<file path="config.mk">
export PLATFORM = sky130hd
export DESIGN_NAME = emmc_wr_rx
export DESIGN_NICKNAME = d
export VERILOG_FILES = /design/src/rtl/emmc_wrx_pkg.sv /design/src/rtl/emmc_wrx_crc_lane.sv /design/src/rtl/emmc_wrx_packer.sv /design/src/rtl/emmc_wrx_status_tx.sv /design/src/rtl/emmc_wr_rx.sv
export SDC_FILE = /design/constraint.sdc
export NUM_CORES = 1
export LEC_CHECK = 0
export BUFFER_PORTS_ARGS = -buffer_cell sky130_fd_sc_hd__buf_4
export CAP_MARGIN = 40
export CORE_MARGIN = 2
export CORE_UTILIZATION = 56
export CTS_BUF_LIST = sky130_fd_sc_hd__clkbuf_8
export DETAILED_ROUTE_END_ITERATION = 8
export PLACE_DENSITY = 0.76
export SYNTH_ARGS = -nofsm -noshare
export SYNTH_HDL_FRONTEND = slang
export SYNTH_SLANG_ARGS = --single-unit
</file>
<file path="constraint.sdc">
create_clock -name clk -period 3.1 [get_ports clk]
set_clock_uncertainty 0.1 [all_clocks]
set_input_delay 0.31 -clock clk [delete_from_list [all_inputs] [get_ports clk]]
set_output_delay 0.31 -clock clk [all_outputs]
set_load 0.05 [all_outputs]
</file>
<file path="src/rtl/emmc_wrx_pkg.sv">
package emmc_wrx_pkg;

  localparam int LANES = 8;

  typedef enum logic [2:0] {RX_IDLE, RX_DATA, RX_CRC, RX_END, RX_WAIT} rx_st_e;
  typedef enum logic [2:0] {TX_IDLE, TX_TURN, TX_START, TX_S2, TX_S1, TX_S0,
                            TX_END, TX_BUSY} tx_st_e;

  // One serial step of the x^16 + x^12 + x^5 + 1 checksum.
  function automatic logic [15:0] crc16_step(input logic [15:0] c, input logic b);
    logic fb;
    fb = c[15] ^ b;
    return {c[14:0], 1'b0} ^ (fb ? 16'h1021 : 16'h0000);
  endfunction

  function automatic logic [LANES-1:0] lane_mask(input logic [1:0] w);
    case (w)
      2'd0:    return 8'h01;
      2'd1:    return 8'h0F;
      default: return 8'hFF;
    endcase
  endfunction

  // Index of the last bit-time of a byte (bit-times per byte minus one).
  function automatic logic [2:0] bt_last(input logic [1:0] w);
    case (w)
      2'd0:    return 3'd7;
      2'd1:    return 3'd1;
      default: return 3'd0;
    endcase
  endfunction

  function automatic logic [1:0] bt_shift(input logic [1:0] w);
    case (w)
      2'd0:    return 2'd3;
      2'd1:    return 2'd1;
      default: return 2'd0;
    endcase
  endfunction

  // Shift one bit-time of line samples into a partial byte.
  function automatic logic [7:0] pack_shift(input logic [7:0] sh, input logic [7:0] d,
                                            input logic [1:0] w);
    case (w)
      2'd0:    return {sh[6:0], d[0]};
      2'd1:    return {sh[3:0], d[3:0]};
      default: return d;
    endcase
  endfunction

endpackage

</file>
<file path="src/rtl/emmc_wrx_crc_lane.sv">
module emmc_wrx_crc_lane
  import emmc_wrx_pkg::*;
(
  input  logic clk,
  input  logic rst,
  input  logic clr,
  input  logic calc,
  input  logic chk,
  input  logic din,
  output logic mism
);
  logic [15:0] crc;

  always_ff @(posedge clk) begin
    if (rst || clr) begin
      crc  <= '0;
      mism <= 1'b0;
    end else if (calc) begin
      crc <= crc16_step(crc, din);
    end else if (chk) begin
      mism <= mism | (din ^ crc[15]);
      crc  <= {crc[14:0], 1'b0};
    end
  end

  // a lane is never accumulating and comparing in the same clock
  p_calc_chk_excl_r5: assert property (@(posedge clk) disable iff (rst)
    !(calc && chk));
endmodule

</file>
<file path="src/rtl/emmc_wrx_packer.sv">
module emmc_wrx_packer
  import emmc_wrx_pkg::*;
(
  input  logic       clk,
  input  logic       rst,
  input  logic       en,
  input  logic       last,
  input  logic [1:0] width,
  input  logic [7:0] din,
  output logic       valid,
  output logic [7:0] dout
);
  logic [7:0] sh;
  logic [7:0] nxt;

  assign nxt = pack_shift(sh, din, width);

  always_ff @(posedge clk) begin
    if (rst) begin
      sh    <= '0;
      valid <= 1'b0;
      dout  <= '0;
    end else begin
      valid <= en && last;
      if (en) sh <= nxt;
      if (en && last) dout <= nxt;
    end
  end
endmodule

</file>
<file path="src/rtl/emmc_wrx_status_tx.sv">
module emmc_wrx_status_tx
  import emmc_wrx_pkg::*;
#(
  parameter int BUSY_W = 8
)(
  input  logic              clk,
  input  logic              rst,
  input  logic              go,
  input  logic              pass,
  input  logic [BUSY_W-1:0] busy_len,
  output logic              dat0_o,
  output logic              dat0_oe,
  output logic              active
);
  tx_st_e            st;
  logic [2:0]        pat;
  logic [BUSY_W-1:0] blen_q;
  logic [BUSY_W-1:0] bcnt;

  always_ff @(posedge clk) begin
    if (rst) begin
      st     <= TX_IDLE;
      pat    <= '0;
      blen_q <= '0;
      bcnt   <= '0;
    end else begin
      case (st)
        TX_IDLE: if (go) begin
          st     <= TX_TURN;
          pat    <= pass ? 3'b010 : 3'b101;
          blen_q <= busy_len;
        end
        TX_TURN:  st <= TX_START;
        TX_START: st <= TX_S2;
        TX_S2:    st <= TX_S1;
        TX_S1:    st <= TX_S0;
        TX_S0:    st <= TX_END;
        TX_END: begin
          if (blen_q == '0) st <= TX_IDLE;
          else begin
            st   <= TX_BUSY;
            bcnt <= blen_q;
          end
        end
        TX_BUSY: begin
          bcnt <= bcnt - 1'b1;
          if (bcnt == BUSY_W'(1)) st <= TX_IDLE;
        end
        default: st <= TX_IDLE;
      endcase
    end
  end

  always_comb begin
    dat0_oe = 1'b0;
    dat0_o  = 1'b0;
    case (st)
      TX_START: dat0_oe = 1'b1;
      TX_S2:    begin dat0_oe = 1'b1; dat0_o = pat[2]; end
      TX_S1:    begin dat0_oe = 1'b1; dat0_o = pat[1]; end
      TX_S0:    begin dat0_oe = 1'b1; dat0_o = pat[0]; end
      TX_END:   begin dat0_oe = 1'b1; dat0_o = 1'b1;   end
      TX_BUSY:  dat0_oe = 1'b1;
      default:  ;
    endcase
  end

  assign active = (st != TX_IDLE);

  // middle status bit always differs from the one before it
  p_token_alt_r7: assert property (@(posedge clk) disable iff (rst)
    (st == TX_S1) |-> (dat0_o != $past(dat0_o)));
  // one undriven clock precedes the token start bit
  p_turn_quiet_r7: assert property (@(posedge clk) disable iff (rst)
    (st == TX_START) |-> !$past(dat0_oe));
  // busy period never runs with an exhausted count
  p_busy_count_r7: assert property (@(posedge clk) disable iff (rst)
    (st == TX_BUSY) |-> (bcnt != '0));
endmodule

</file>
<file path="src/rtl/emmc_wr_rx.sv">
module emmc_wr_rx
  import emmc_wrx_pkg::*;
#(
  parameter int BLOCK_BYTES = 512,
  parameter int BUSY_W      = 8
)(
  input  logic              clk,
  input  logic              rst,
  input  logic              cfg_ddr,
  input  logic [1:0]        cfg_width,
  input  logic [BUSY_W-1:0] busy_cycles,
  input  logic [7:0]        dat_rise,
  input  logic [7:0]        dat_fall,
  output logic              dat0_o,
  output logic              dat0_oe,
  output logic [1:0]        bo_valid,
  output logic [15:0]       bo_data,
  output logic              blk_done,
  output logic              blk_ok
);
  localparam int CW = $clog2(BLOCK_BYTES * 8);
  localparam logic [CW:0] FULL_B = (CW+1)'(BLOCK_BYTES);
  localparam logic [CW:0] HALF_B = (CW+1)'(BLOCK_BYTES / 2);

  rx_st_e      st;
  logic        ddr_q;
  logic [1:0]  w_q;
  logic [CW-1:0] dcnt;
  logic [3:0]  ccnt;
  logic [CW:0] dlast;
  logic        start_seen, in_data, in_crc, byte_last, data_last;
  logic        crc_err, end_ok, go, tx_active;
  logic [LANES-1:0] lmask;
  logic [1:0][LANES-1:0] mism_v;
  logic [1:0][7:0] samp;

  assign samp       = {dat_fall, dat_rise};
  assign lmask      = lane_mask(w_q);
  assign start_seen = (st == RX_IDLE) && !dat_rise[0];
  assign in_data    = (st == RX_DATA);
  assign in_crc     = (st == RX_CRC);
  assign byte_last  = (dcnt[2:0] & bt_last(w_q)) == bt_last(w_q);
  assign dlast      = ((ddr_q ? HALF_B : FULL_B) << bt_shift(w_q)) - 1'b1;
  assign data_last  = ({1'b0, dcnt} == dlast);
  assign crc_err    = |mism_v;
  assign end_ok     = &(dat_rise | ~lmask);
  assign go         = (st == RX_END);

  always_ff @(posedge clk) begin
    if (rst) begin
      st       <= RX_IDLE;
      ddr_q    <= 1'b0;
      w_q      <= '0;
      dcnt     <= '0;
      ccnt     <= '0;
      blk_done <= 1'b0;
      blk_ok   <= 1'b0;
    end else begin
      blk_done <= go;
      blk_ok   <= go && !crc_err && end_ok;
      case (st)
        RX_IDLE: begin
          ddr_q <= cfg_ddr;
          w_q   <= cfg_width;
          dcnt  <= '0;
          if (start_seen) st <= RX_DATA;
        end
        RX_DATA: begin
          dcnt <= dcnt + 1'b1;
          if (data_last) begin
            st   <= RX_CRC;
            ccnt <= '0;
          end
        end
        RX_CRC: begin
          ccnt <= ccnt + 1'b1;
          if (ccnt == 4'd15) st <= RX_END;
        end
        RX_END:  st <= RX_WAIT;
        RX_WAIT: if (!tx_active) st <= RX_IDLE;
        default: st <= RX_IDLE;
      endcase
    end
  end

  for (genvar p = 0; p < 2; p++) begin : g_ph
    logic ph_on;
    assign ph_on = (p == 0) | ddr_q;
    for (genvar i = 0; i < LANES; i++) begin : g_ln
      emmc_wrx_crc_lane u_lane (
        .clk  (clk),
        .rst  (rst),
        .clr  (start_seen),
        .calc (in_data & ph_on & lmask[i]),
        .chk  (in_crc & ph_on & lmask[i]),
        .din  (samp[p][i]),
        .mism (mism_v[p][i])
      );
    end
    emmc_wrx_packer u_pack (
      .clk   (clk),
      .rst   (rst),
      .en    (in_data & ph_on),
      .last  (byte_last),
      .width (w_q),
      .din   (samp[p]),
      .valid (bo_valid[p]),
      .dout  (bo_data[8*p +: 8])
    );
  end

  emmc_wrx_status_tx #(.BUSY_W(BUSY_W)) u_stat (
    .clk      (clk),
    .rst      (rst),
    .go       (go),
    .pass     (!crc_err && end_ok),
    .busy_len (busy_cycles),
    .dat0_o   (dat0_o),
    .dat0_oe  (dat0_oe),
    .active   (tx_active)
  );

  // Byte tally used only by the assertions below.
  logic [CW:0] nbytes;
  always_ff @(posedge clk) begin
    if (rst || start_seen) nbytes <= '0;
    else nbytes <= nbytes + (CW+1)'(bo_valid[0]) + (CW+1)'(bo_valid[1]);
  end

  // every block hands over exactly BLOCK_BYTES bytes before its verdict
  p_byte_count_r3: assert property (@(posedge clk) disable iff (rst)
    (st == RX_END) |-> (nbytes == FULL_B));
  // byte strobes only follow data clocks
  p_bytes_in_data_r3: assert property (@(posedge clk) disable iff (rst)
    (|bo_valid) |-> ($past(st) == RX_DATA));
  // verdict strobe follows the closing-bit clock
  p_done_after_end_r8: assert property (@(posedge clk) disable iff (rst)
    blk_done |-> ($past(st) == RX_END));
  // captured configuration holds while a block is in progress
  p_cfg_hold_r9: assert property (@(posedge clk) disable iff (rst)
    ((st != RX_IDLE) && ($past(st) != RX_IDLE)) |-> ($stable(ddr_q) && $stable(w_q)));
  // line 0 is driven only while the receiver waits out the token
  p_oe_in_wait_r10: assert property (@(posedge clk) disable iff (rst)
    dat0_oe |-> (st == RX_WAIT));
endmodule

</file>
# Word level (Yosys, flattened, before mapping)
# Index checks and enable logic that the tools add are counted.
# word_totals
register_bits	350
inputBits	29
out_inout_bits	22
elab_cells	306
# classes
addsub	4
eq_ne	23
shifts	1
muxes	71
bitwise	101
reduce_logical	57
# op_table
operator	count
$mux 16	32
$xor 16x16->16	16
$mux 13	16
$pmux 8 s2	4
$reduce_and 2->1	20
$reduce_bool 2->1	19
$and 1x1->1	34
$mux 3	8
$pmux 12 s2	1
$pmux 3 s8	1
$not 1->1	16
$or 1x1->1	16
$reduce_or 16->1	1
$xor 1x1->1	16
$eq 3x3->1 const B	5
$pmux 3 s5	1
$eq 12x13->1	1
$shl 10x2->13	1
$sub 13x1->13 const B	1
$add 12x1->12 const B	1
$eq 3x2->1 const B	4
$mux 10	1
$ne 2x2->1 const B	5
$eq 8x1->1 const B	1
other kinds (27)	36

# Depth between registers and ports, before layout
# depth
ltp_word	7
depth_mapped	10

# Hierarchy
# Synthesis repeated with hierarchy kept, for this count alone.
# unflattened
hier_cells	1712
hier_area_um2	15021.9
# by_module_without_submodules
mod	n_inst	cells_each	area_per_inst_um2	seq_area_each_um2
emmc_wrx_crc_lane	16	78	700.7	340.3
emmc_wr_rx	1	181	1405.1	480.5
emmc_wrx_packer	2	74	671.9	320.3
emmc_wrx_status_tx	1	135	1062.3	420.4

# Worst setup path before layout
# No wires, ideal clock.
# synth_path
path_kind	flip-flop to flip-flop
from	register w_q[0]
to	register ccnt[0]
setup_ns	0.091
arrival_time_ns	2.157
required_time_ns	2.909
path_slack_ns	0.752
stages_incl_launch_ff	10
n_path_buf	2
synth_period_minus_slack_ns	2.348
path_cell_list	dfxtp_1 -> buf_2 -> or2_2 -> buf_2 -> nand2_1 -> ha_1 -> or3b_2 -> nand4_1 -> o21ai_0 -> a311oi_1
# synth_via
elab_chain_len	7
word_cells_on_any_way	8
cone_classes	1 x add/sub; 3 x eq/ne; 1 x shift; 1 x mux; 2 x reduce/logical
# synth_lines
item	line	text
start, declared	emmc_wr_rx.sv:27	logic [1:0] w_q;
start signal, assigned	emmc_wr_rx.sv:64	w_q <= cfg_width;
$eq 2x1->1 or $logic_not 2->1 (tied branches)	emmc_wrx_pkg.sv:34	case (w)
$pmux 2 s2 *	emmc_wrx_pkg.sv:34	
$shl 10x2->13 *	emmc_wr_rx.sv:43	assign dlast = ((ddr_q ? HALF_B : FULL_B) << bt_shift(w_q)) - 1'b1;
$sub 13x1->13 *	emmc_wr_rx.sv:43	
$eq 12x13->1 *	emmc_wr_rx.sv:44	assign data_last = ({1'b0, dcnt} == dlast);
$ne 2x2->1 (no line) *	n/a	
$reduce_and 2->1 (no line) *	n/a	
end signal, assigned	emmc_wr_rx.sv:76	ccnt <= ccnt + 1'b1;
end, declared	emmc_wr_rx.sv:29	logic [3:0] ccnt;
# Every way passes the cells marked *; elsewhere a longest branch is shown, timed or not.
# A chain may end at the register's enable or synchronous reset.

# Worst setup path after layout
# layout_path
from	register ddr_q
to	register st[1]
# layout_via
elab_chain_len	6
# layout_lines
item	line	text
start, declared	emmc_wr_rx.sv:26	logic ddr_q;
start signal, assigned	emmc_wr_rx.sv:63	ddr_q <= cfg_ddr;
$mux 10	emmc_wr_rx.sv:43	
$shl 10x2->13	emmc_wr_rx.sv:43	
$sub 13x1->13	emmc_wr_rx.sv:43	
$eq 12x13->1	emmc_wr_rx.sv:44	
$ne 2x2->1 (no line)	n/a	
$reduce_and 4->1 (no line)	n/a	
end signal, assigned	emmc_wr_rx.sv:51	st <= RX_IDLE;
end signal, assigned	emmc_wr_rx.sv:66	if (start_seen) st <= RX_DATA;
end signal, assigned	emmc_wr_rx.sv:71	st <= RX_CRC;
end, declared	emmc_wr_rx.sv:25	rx_st_e st;
# Every way passes these cells.

==> impl_metrics.ini <==
[timing]
period_minus_slack_ns = 2.67
timing.slew.headroom_pct = 51.9
rsz0062_at_grt = false
period_share_pct = 86.0
finalMaxSlewViolations = 0
setup_viol = 0
setup_tns_ns = 0
max_freq_mhz = 375
worst_pin_slew_ns = 0.719
hold_viol = 0

[clocking]
htree_levels = 2
cts_made_buffers = 55
clk_path_buf_depth = 3
cts_tree = yes
clk_pin_slew_ns = 0.06
cts_num_sinks = 349
root_buffer = clkbuf_8
clkLatencyLatePin_ns = 0.58
cts_resized = 0

[critical_path]
crit_path_end_kind = flip-flop
path_cells = buf_4, clkinv_1, ha_1, nand2_1, ha_1, xnor2_1, a31oi_1, nand4_1, o21ai_0, nor3b_1
cpMostUsedCell = ha_1
crit_required_ns = 3.50
crit_family = adder cells
path_buf_inv = 2
worstPathArrival_ns = 3.06
critPathLaunchType = flip-flop
r2r_slack_ns = 0.43
path_class = flip-flop to flip-flop
slowest_delay_ns = 0.41
cp_max_fo = 9
cp_slowest_cell = ha_1

[route]
dr_total_vias = 10797
drc = 0
drt_iter0_drc = 942
firstDrtPassIters = 5
viasPerCell = 5.35
wl_per_cell_um = 13.7
wirelength_um = 27600
final_antenna_net_count = 0

[layout]
areaGrowthSynthToFinish_pct = 14.6
n_antenna_cell = 0
seqCellArea_sq_um = 6990
drive_gt1_share_pct = 10.7
fin_area_sq_um = 15200
multiInputGateArea_sq_um = 5760
nNetsFinal = 1690
nFillCells = 1936

[synthesis]
yosys.area.top_type = dfxtp_1
synth-edff-count = 0
synth_compound_area_share_pct = 16.1
ys_top_cells_by_area = dfxtp_1 53%, nand2_1 13%, a21oi_1 11%
async_reset_ff_share_pct = 0
yosys_most_used_dff = dfxtp_1
synth_top_area_share_pct = 52.8
yosys.cell_types.count = 51
ys_seq_area_share_pct = 52.8
synth_top_family_by_area = simple AND/OR/NAND/NOR gates
synth_xor_area_share_pct = 3.31
yosys_warnings = 0
synth.most_common_cell = nand2_1
ys_ff_latch = 349
syn_inst = 1620
synth_common_cells = 464 x nand2_1, 349 x dfxtp_1, 295 x a21oi_1, 99 x nor2_1, 78 x clkbuf_1
muxShareOfSynthArea_pct = 3.36
synth_area_per_cell_sq_um = 8.17
synth-simple-area-share_pct = 19.8
synth_fa_ha_area_share_pct = 0.567
synth_nets = 1655
synth.cell_area_sq_um = 13200

[floorplan]
chipWidth_um = 158
die-area_sq_um = 24900
die_height_um = 158
num_rows = 56
pin_count = 51
start_util_pct = 56.7
core_sq_um = 23300

[global_route]
grt_pass1_wl_um = 45700
grt_overflow = 0
grt_pass1_vias = 9827
grt_max_degree = 69
grt_antenna_before_repair = 1
gr-usage-all-layers_pct = 22.0

[outcome]
status = finished, final reports clean

[placed_design]
place_hpwl_um = 17000
gp_congestion = 0.818
portBuffers = 50
dpl_cell_area_sq_um = 13900

[power_and_ir_drop]
leakage_nw = 5.23
ir_drop_mv = 0.312
power.density_nw_per_um2 = 588

[worst_hold_path]
hold_class = input port to flip-flop

[flow_run]
cap_violations = 0
timing repair:
action,4_1_cts,5_1_grt
buffers inserted,0,0
hold buffers,19,0
endpoints found under the hold margin,30,0
sequential cells by signal, summed over array words and instances, names as in the netlist:
name / cells
st: 3
u_stat.bcnt: 8
u_stat.st: 3
blk_done: 1
g_ph.u_pack.valid: 2
g_ph.g_ln.u_lane.mism: 16
u_stat.blen_q: 8
blk_ok: 1
dcnt: 12
g_ph.u_pack.dout: 16
ddr_q: 1
g_ph.g_ln.u_lane.crc: 256
g_ph.u_pack.sh: 14
w_q: 2
u_stat.pat: 2
ccnt: 4
tightest hold or removal path: stages:
cell	delay [ns]
buf_4	0.10
xor2_1	0.08
a21oi_1	0.12
nor2_1	0.05
worst paths after layout:
check | start | to | cells past startpoint
setup / recovery | ddr_q | st[1] | 10
hold reg to reg | g_ph[0].g_ln[3].u_lane.crc[10] | g_ph[0].g_ln[3].u_lane.crc[11] | 2
hold / removal | dat_fall[6] | g_ph[1].g_ln[6].u_lane.mism | 4
setup reg to reg | ddr_q | st[1] | 10
layer usage:
layer | global-route usage, % | part of all wire, %
met1 | 29.2 | 46
met2 | 35.6 | 46
met3 | 4.00 | 4.8
met4 | 8.48 | 2.7
met5 | 0 | 0.047
cell type report:
cell class / count / share of cell area, %
Sequential cell: 349 / 46.1
Multi-Input combinational cell: 1141 / 38.0
Clock buffer: 70 / 6.35
Timing Repair Buffer: 99 / 5.71
Tap cell: 319 / 2.63
Clock inverter: 30 / 1.04
Inverter: 9 / 0.223
stage by stage:
stage | hold WS [ns] | std cells | setup slack, ns | power [mW] | utilization, %
final | 0.0345 | 2017 | 0.433 | 8.92 | 65.0
after global routing | 0.0387 | 2017 | 0.213 | 9.24 | 65.0
after CTS | 0.00319 | 2017 | 0.446 | 9.00 | 65.0
after detailed placement | 0.341 | 1898 | 0.504 | 5.15 | 59.4
after global placement | 0.334 | 1897 | 0.648 | 5.15 | 59.4
after floorplan | 0.329 | 1620 | 0.752 | 4.99 | -
cell families after synthesis:
logic type	after synthesis
AND/OR/NAND/NOR	643
AO/OA/AOI/OAI	398
flip-flops	349
buffers and inverters	130
XOR/XNOR	50
multiplexers	44
adder cells (fa/ha/maj)	6
report_power, final:
part	switching [mW]	internal, mW
clock	1.73	2.11
combinational	0.355	0.172
sequential	0.0349	4.52
total	2.12	6.80
placed cells by master (no fill, tap or decap), types with 3 or more instances in the layout:
cell type,count
nand2_1,464
dfxtp_1,349
a21oi_1,295
nor2_1,96
buf_4,74
clkbuf_8,70
o21ai_0,48
mux2i_1,41
xor2_1,29
inv_1,27
xnor2_1,21
dlygate4sd3_1,19
nand3_1,17
a211oi_1,14
nor3_1,10
a31oi_1,9
nor4_1,8
clkinv_2,8
o21a_1,7
o211ai_1,6
or4_1,6
ha_1,6
buf_12,6
or2_2,5
nand4_1,5
or3_1,4
o311ai_0,4
nor3_2,4
a221oi_1,4
nor3b_1,3
mux2_2,3
a311oi_1,3
Power figures use the tool's default switching activity.
